==> src/rtl/serial_rx_pkg.sv <==
package serial_rx_pkg;

   // one sample of the three serial lines, kept together through the synchronizer
   typedef struct packed {
      logic sck;
      logic fs;
      logic sd;
   } rx_line_t;

   localparam int unsigned LINE_W = $bits(rx_line_t);

endpackage

==> src/rtl/serial_rx_sync.sv <==
module serial_rx_sync #(
   parameter int unsigned WIDTH  = 3,
   parameter int unsigned STAGES = 2
) (
   input  logic             clk,
   input  logic             rst_n,
   input  logic [WIDTH-1:0] din,
   output logic [WIDTH-1:0] dout
);

   generate
      if (STAGES < 2) begin : g_bad_stages
         $error("serial_rx_sync: STAGES must be at least 2");
      end
      if (WIDTH < 1) begin : g_bad_width
         $error("serial_rx_sync: WIDTH must be at least 1");
      end
   endgenerate

   logic [WIDTH-1:0] chain [STAGES];

   generate
      for (genvar g = 0; g < STAGES; g++) begin : g_stage
         if (g == 0) begin : g_first
            always_ff @(posedge clk or negedge rst_n) begin
               if (!rst_n) chain[0] <= '0;
               else        chain[0] <= din;
            end
         end else begin : g_next
            always_ff @(posedge clk or negedge rst_n) begin
               if (!rst_n) chain[g] <= '0;
               else        chain[g] <= chain[g-1];
            end
         end
      end
   endgenerate

   assign dout = chain[STAGES-1];

endmodule

==> src/rtl/serial_rx_bitgen.sv <==
module serial_rx_bitgen #(
   parameter int unsigned HALF_DIV  = 4,
   parameter int unsigned SLOT_BITS = 10
) (
   input  logic clk,
   input  logic rst_n,
   input  logic run,
   output logic sck_o,
   output logic fs_o,
   output logic tick_o
);

   localparam int unsigned DIV_W = (HALF_DIV > 1) ? $clog2(HALF_DIV) : 1;
   localparam int unsigned POS_W = (SLOT_BITS > 1) ? $clog2(SLOT_BITS) : 1;
   localparam logic [DIV_W-1:0] DIV_END  = DIV_W'(HALF_DIV - 1);
   localparam logic [POS_W-1:0] SLOT_END = POS_W'(SLOT_BITS - 1);

   generate
      if (HALF_DIV < 2) begin : g_bad_div
         $error("serial_rx_bitgen: HALF_DIV must be at least 2");
      end
   endgenerate

   logic [DIV_W-1:0] div_q;
   logic [POS_W-1:0] slot_pos;
   logic [POS_W-1:0] slot_nxt;

   assign slot_nxt = (slot_pos == SLOT_END) ? '0 : slot_pos + 1'b1;

   always_ff @(posedge clk or negedge rst_n) begin
      if (!rst_n) begin
         div_q    <= '0;
         sck_o    <= 1'b0;
         fs_o     <= 1'b1;
         slot_pos <= '0;
         tick_o   <= 1'b0;
      end else if (!run) begin
         div_q    <= '0;
         sck_o    <= 1'b0;
         fs_o     <= 1'b1;
         slot_pos <= '0;
         tick_o   <= 1'b0;
      end else begin
         tick_o <= 1'b0;
         if (div_q == DIV_END) begin
            div_q <= '0;
            sck_o <= ~sck_o;
            if (!sck_o) begin
               // rising edge of the bit clock: sample point
               tick_o <= 1'b1;
            end else begin
               // falling edge: step to the next bit of the frame
               slot_pos <= slot_nxt;
               fs_o     <= (slot_nxt == '0);
            end
         end else begin
            div_q <= div_q + 1'b1;
         end
      end
   end

endmodule

==> src/rtl/serial_rx_shift.sv <==
module serial_rx_shift #(
   parameter int unsigned WORD_BITS = 8
) (
   input  logic                 clk,
   input  logic                 rst_n,
   input  logic                 tick,
   input  logic                 fs,
   input  logic                 sd,
   input  logic                 rx_en,
   output logic                 done_o,
   output logic [WORD_BITS-1:0] word_o
);

   localparam int unsigned POS_W = $clog2(WORD_BITS + 1);
   localparam logic [POS_W-1:0] LAST_POS = POS_W'(WORD_BITS - 1);
   localparam logic [POS_W-1:0] PEN_POS  = POS_W'(WORD_BITS - 2);

   generate
      if (WORD_BITS < 3) begin : g_bad_word
         $error("serial_rx_shift: WORD_BITS must be at least 3");
      end
   endgenerate

   logic [WORD_BITS-1:0] sreg;
   logic [POS_W-1:0]     next_pos;
   logic [POS_W-1:0]     pos;
   logic                 busy;
   logic                 en_hold;
   logic                 take;

   always_comb begin
      pos  = fs ? '0 : next_pos;
      take = tick && (fs || busy);
   end

   always_ff @(posedge clk or negedge rst_n) begin
      if (!rst_n) begin
         sreg     <= '0;
         next_pos <= '0;
         busy     <= 1'b0;
         en_hold  <= 1'b0;
         done_o   <= 1'b0;
         word_o   <= '0;
      end else begin
         done_o <= 1'b0;
         if (take) begin
            sreg     <= {sreg[WORD_BITS-2:0], sd};
            next_pos <= pos + 1'b1;
            busy     <= (pos != LAST_POS);
            if (pos == PEN_POS) en_hold <= rx_en;
            if (pos == LAST_POS) begin
               done_o <= en_hold && rx_en;
               word_o <= {sreg[WORD_BITS-2:0], sd};
            end
         end
      end
   end

endmodule

==> src/rtl/serial_rx_buf.sv <==
module serial_rx_buf #(
   parameter int unsigned WORD_BITS = 8,
   parameter int unsigned DEPTH     = 2,
   localparam int unsigned CNT_W    = $clog2(DEPTH + 1)
) (
   input  logic                 clk,
   input  logic                 rst_n,
   input  logic                 wr,
   input  logic [WORD_BITS-1:0] wdata,
   input  logic                 rd,
   input  logic                 buf_en,
   output logic [WORD_BITS-1:0] rdata,
   output logic [CNT_W-1:0]     fill_o,
   output logic [CNT_W-1:0]     cap_o,
   output logic                 full_o,
   output logic                 ovr_o
);

   localparam int unsigned PTR_W = $clog2(DEPTH);
   localparam logic [PTR_W-1:0] PTR_END = PTR_W'(DEPTH - 1);

   generate
      if (DEPTH < 2) begin : g_bad_depth
         $error("serial_rx_buf: DEPTH must be at least 2");
      end
   endgenerate

   logic [WORD_BITS-1:0] mem [DEPTH];
   logic [PTR_W-1:0]     wptr;
   logic [PTR_W-1:0]     rptr;
   logic [CNT_W-1:0]     fill;
   logic [CNT_W-1:0]     after_pop;
   logic                 pop;
   logic                 push;

   always_comb begin
      cap_o     = buf_en ? CNT_W'(DEPTH) : CNT_W'(1);
      pop       = rd && (fill != '0);
      after_pop = fill - CNT_W'(pop);
      push      = wr && (after_pop < cap_o);
   end

   always_ff @(posedge clk or negedge rst_n) begin
      if (!rst_n) begin
         wptr  <= '0;
         rptr  <= '0;
         fill  <= '0;
         ovr_o <= 1'b0;
      end else begin
         if (pop)  rptr <= (rptr == PTR_END) ? '0 : rptr + 1'b1;
         if (push) wptr <= (wptr == PTR_END) ? '0 : wptr + 1'b1;
         fill <= after_pop + CNT_W'(push);
         if (wr && !push) ovr_o <= 1'b1;
         else if (rd)     ovr_o <= 1'b0;
      end
   end

   always_ff @(posedge clk) begin
      if (push) mem[wptr] <= wdata;
   end

   assign rdata  = (fill != '0) ? mem[rptr] : '0;
   assign fill_o = fill;
   assign full_o = (fill >= cap_o);

endmodule

==> src/rtl/serial_rx.sv <==
module serial_rx #(
   parameter int unsigned WORD_BITS   = 8,
   parameter int unsigned BUF_DEPTH   = 2,
   parameter int unsigned SYNC_STAGES = 2,
   parameter int unsigned HALF_DIV    = 4,
   parameter int unsigned SLOT_BITS   = 10
) (
   input  logic                 clk,
   input  logic                 rst_n,
   input  logic                 rx_en,
   input  logic                 buf_en,
   input  logic                 int_en,
   input  logic                 dir_int,
   input  logic                 ext_sck,
   input  logic                 ext_fs,
   input  logic                 sdi,
   output logic                 sck_out,
   output logic                 fs_out,
   output logic                 clk_oe,
   input  logic                 rd_en,
   output logic [WORD_BITS-1:0] rd_data,
   output logic                 rx_full,
   output logic                 rx_irq,
   output logic                 overrun
);

   import serial_rx_pkg::*;

   localparam int unsigned CNT_W = $clog2(BUF_DEPTH + 1);

   generate
      if (SLOT_BITS < WORD_BITS) begin : g_bad_slot
         $error("serial_rx: SLOT_BITS must not be below WORD_BITS");
      end
   endgenerate

   rx_line_t line_raw;
   rx_line_t line_s;
   logic     sck_prev;
   logic     ext_tick;

   assign line_raw = '{sck: ext_sck, fs: ext_fs, sd: sdi};

   serial_rx_sync #(
      .WIDTH (LINE_W),
      .STAGES(SYNC_STAGES)
   ) u_sync (
      .clk  (clk),
      .rst_n(rst_n),
      .din  (line_raw),
      .dout (line_s)
   );

   always_ff @(posedge clk or negedge rst_n) begin
      if (!rst_n) sck_prev <= 1'b0;
      else        sck_prev <= line_s.sck;
   end

   assign ext_tick = line_s.sck && !sck_prev;

   logic gen_sck;
   logic gen_fs;
   logic gen_tick;

   serial_rx_bitgen #(
      .HALF_DIV (HALF_DIV),
      .SLOT_BITS(SLOT_BITS)
   ) u_gen (
      .clk   (clk),
      .rst_n (rst_n),
      .run   (dir_int),
      .sck_o (gen_sck),
      .fs_o  (gen_fs),
      .tick_o(gen_tick)
   );

   logic bit_tick;
   logic bit_fs;

   assign bit_tick = dir_int ? gen_tick : ext_tick;
   assign bit_fs   = dir_int ? gen_fs   : line_s.fs;

   logic                 w_done;
   logic [WORD_BITS-1:0] w_word;

   serial_rx_shift #(
      .WORD_BITS(WORD_BITS)
   ) u_shift (
      .clk   (clk),
      .rst_n (rst_n),
      .tick  (bit_tick),
      .fs    (bit_fs),
      .sd    (line_s.sd),
      .rx_en (rx_en),
      .done_o(w_done),
      .word_o(w_word)
   );

   logic [CNT_W-1:0] fill;
   logic [CNT_W-1:0] cap;

   serial_rx_buf #(
      .WORD_BITS(WORD_BITS),
      .DEPTH    (BUF_DEPTH)
   ) u_buf (
      .clk   (clk),
      .rst_n (rst_n),
      .wr    (w_done),
      .wdata (w_word),
      .rd    (rd_en),
      .buf_en(buf_en),
      .rdata (rd_data),
      .fill_o(fill),
      .cap_o (cap),
      .full_o(rx_full),
      .ovr_o (overrun)
   );

   assign rx_irq  = rx_full && int_en;
   assign sck_out = dir_int && gen_sck;
   assign fs_out  = dir_int && gen_fs;
   assign clk_oe  = dir_int;

endmodule

==> config.mk <==
export PLATFORM = sky130hd
export DESIGN_NAME = serial_rx
export DESIGN_NICKNAME = d
export VERILOG_FILES = /design/src/rtl/serial_rx_pkg.sv /design/src/rtl/serial_rx_sync.sv /design/src/rtl/serial_rx_bitgen.sv /design/src/rtl/serial_rx_shift.sv /design/src/rtl/serial_rx_buf.sv /design/src/rtl/serial_rx.sv
export SDC_FILE = /design/constraint.sdc
export NUM_CORES = 1
export LEC_CHECK = 0
export BUFFER_PORTS_ARGS = -buffer_cell sky130_fd_sc_hd__buf_2
export CAP_MARGIN = 20
export CORE_MARGIN = 5
export CORE_UTILIZATION = 63
export DETAILED_ROUTE_END_ITERATION = 7
export MAX_ROUTING_LAYER = met4
export PLACE_DENSITY = 0.87
export SYNTH_ARGS = -nofsm -noshare
export SYNTH_HDL_FRONTEND = slang
export SYNTH_HIERARCHICAL = 1
export SYNTH_SLANG_ARGS = --single-unit
==> constraint.sdc <==
create_clock -name clk -period 4 [get_ports clk]
set_input_delay 0.2 -clock clk [delete_from_list [all_inputs] [get_ports clk]]
set_output_delay 0.2 -clock clk [all_outputs]
set_load 0.1 [all_outputs]
==> results by group <==
Run status
  • Run status: completed

Layout
  • Non-Filler Instances: between 200 and 300
  • Final nets: 239
  • N_diodes: 0
  • Most common cell after layout, fill and taps aside: sky130_fd_sc_hd__dfrtp_1
  • Multi-input combinational cell area: ~930 µm²
  • Most frequent cells in the layout: sky130_fd_sc_hd__dfrtp_1 (42), sky130_fd_sc_hd__buf_2 (23), sky130_fd_sc_hd__edfxtp_1 (16)
  • Sequential cell area: 1558 µm²
  • Share of cells above drive strength 1: 0.2920
  • Number of inserted filler cells in the final layout: 260
  • Area growth, synth to finish: 14.99%
  • Core Util, Final: 0.7438

Floorplan
  • Core area: 4000 µm²
  • Die boundary height: 74.09 µm
  • Floorplan die area: 5489 µm²
  • Number of ports placed on the die boundary: 24
  • Initial core utilization: 0.6469
  • Placement Rows: 23
  • Horiz. Die Dim: 74.09 µm

Clocking
  • Number of setup buffers added after CTS: 0
  • Clock buffers created by TritonCTS: 9
  • Clock latency on the worst-skew pair: 0.32 ns
  • Number of buffers between clock root and the deepest sink: 2
  • Clock input transition at the sequential cells of the worst setup and hold paths: ~0.070 ns
  • CTS Root Cell: sky130_fd_sc_hd__clkbuf_8
  • TritonCTS clock tree: built
  • H-Tree Level Count: 3
  • TritonCTS Sinks: between 50 and 60

STA
  • Share of the clock period used by the worst path after layout: 0.7385
  • Achievable Freq: 338.5 MHz
  • Setup repair after global routing missed its margin: false
  • Worst setup margin: 1.046 ns
  • Minimum clock period after layout: just under 3 ns
  • Worst hold margin: 0.01248 ns
  • Worst clock skew: 0.005480 ns
  • Number of max-slew violations in the final report: 0
  • Actual transition at the worst max-transition pin: 0.9234 ns
  • Final-report setup violation count: 0
  • Hold violation total from the final report: 0
  • Worst slew slack as a fraction of its limit: 0.3844
  • Total negative slack: 0 ns

Placement
  • Dpl hpwl: 2.886 mm
  • GPL Wtd Cong: just under 0.8
  • Placed Instances: 257
  • IO buf count: 23
  • Worst slack after detailed placement: 1.089 ns

GRT
  • Antenna violations before repair: 0
  • Global-route wire length before repair: roughly 7.2 mm
  • Gr ovfl total: 0
  • Total GRT Usage: 0.1850
  • Largest net degree at the start of global routing: 44
  • Via count of the first global-routing pass: 1525

Logic synthesis
  • Yosys warning total: 6
  • Post-Synthesis Net Count: approximately 210
  • Netlist area before placement: 2587 µm²
  • Mapped Avg Cell Area: 13.41 µm²
  • Number of instances in the synthesized netlist: 193

Routing
  • Initial DRT Pass Iterations: 4
  • Starting DRT DRC Count: 87
  • Detailed-route DRC error count: 0
  • Final wirelength: about 4.3 mm
  • Vias per std cell: 5.431
  • Number of nets with antenna violations after routing: 0
  • Average wire length per cell after detail routing: 15.40 µm
  • Total via count after detailed routing: 1499

Worst setup path
  • Critical path, cell by cell: nor2_2, nor2b_1, ha_1, xor2_1, ha_1, a211oi_4, nor2b_1
  • Critical path launch point type: register
  • Buffers and inverters on the worst path: 0
  • Critical setup path kind: reg2reg
  • Data arrival time of the critical path: 2.91 ns
  • Top fanout value on the critical path: 9
  • Crit path largest cell delay: about 0.62 ns
  • Nature of the critical path endpoint: register
  • Cell with the largest stage delay on the worst path: sky130_fd_sc_hd__nor2b_1
  • WP data required: just under 4 ns
  • Largest delay contributor family on the critical path: simple AND/OR/NAND/NOR gates

Power and ir drop
  • LEAKAGE: 0.001375 µW
  • Pwr per Cell Area: 700.3 nW/µm²
  • Maximum vdd ir drop: approximately 370 µV

Flow run
  • Max-cap violations: 0

Hold path
  • Class of the tightest hold or removal check: in2async
-- report_power, final --
| group | total (µW) | internal [µW] | switching (µW) |
|---|---|---|---|
| clock network | 641 | 415 | 226 |
| logic | 679 | 170 | 509 |
| registers | 764 | 692 | 72.0 |
| total | 2080 | 1280 | 807 |
-- final timing paths --
check	start	to	slack (ns)	depth (start not counted)
max in group asynchronous	rst_n	u_shift/sreg[3]	3.41	1
worst min-delay path	rst_n	sck_prev	0.01	1
worst min register to register	u_sync/chain[5]	u_sync/dout[2]	0.35	0
worst max register to register	u_buf/fill_o[1]	u_buf/mem[0][1]	1.05	7
worst max-delay path	u_buf/fill_o[1]	u_buf/mem[0][1]	1.05	7
min in group clk	rd_en	u_buf/ovr_o	0.09	2
-- cell type report --
cell class,count,share of cell area
Multi-Input combinational cell,116,0.3129
Sequential cell,59,0.5235
Tap cell,50,0.02103
Inverter,8,0.01009
Clock inverter,6,0.03827
Clock buffer,10,0.04289
Timing Repair Buffer,27,0.05130
-- worst reg2reg max path, cell delays in order (launching register included) --
cell and delay (ns):
sky130_fd_sc_hd__dfrtp_1 0.42, sky130_fd_sc_hd__nor2_2 0.31, sky130_fd_sc_hd__nor2b_1 0.14, sky130_fd_sc_hd__ha_1 0.22, sky130_fd_sc_hd__xor2_1 0.26, sky130_fd_sc_hd__ha_1 0.32
sky130_fd_sc_hd__a211oi_4 0.30, sky130_fd_sc_hd__nor2b_1 0.62
-- sequential cells by signal, indices dropped and copies added, names as in the netlist, 2 cells and up --
register          count
u_shift/sreg          7
u_gen/slot_pos        4
u_buf/fill_o          2
u_shift/word_o        8
u_gen/div_q           2
u_buf/mem            16
u_sync/dout           3
u_shift/next_pos      4
u_sync/chain          3
-- per-stage QoR --
stage / total power [µW] / instance area [µm²]
after global routing: 2180 / 2975
after detailed placement: 1453 / 2704
after floorplan: 1344 / 2587
final: 2084 / 2975
after CTS: 2107 / 2975
after global placement: 1433 / 2704
-- timing repair --
item / CTS / global route
hold endpoints to repair: 3 / 0
gates resized for setup: 0 / 0
hold buffers: 3 / 0
-- metal layers --
layer / vias up / track usage / wire length, µm
li1: 732 / - / -
met2: 36 / 0.2844 / 2127
met1: 727 / 0.2321 / 1883
met5: - / - / 0
met4: 0 / 0.06036 / 29
met3: 4 / 0.06216 / 211
(Power assumes the default switching activity.)
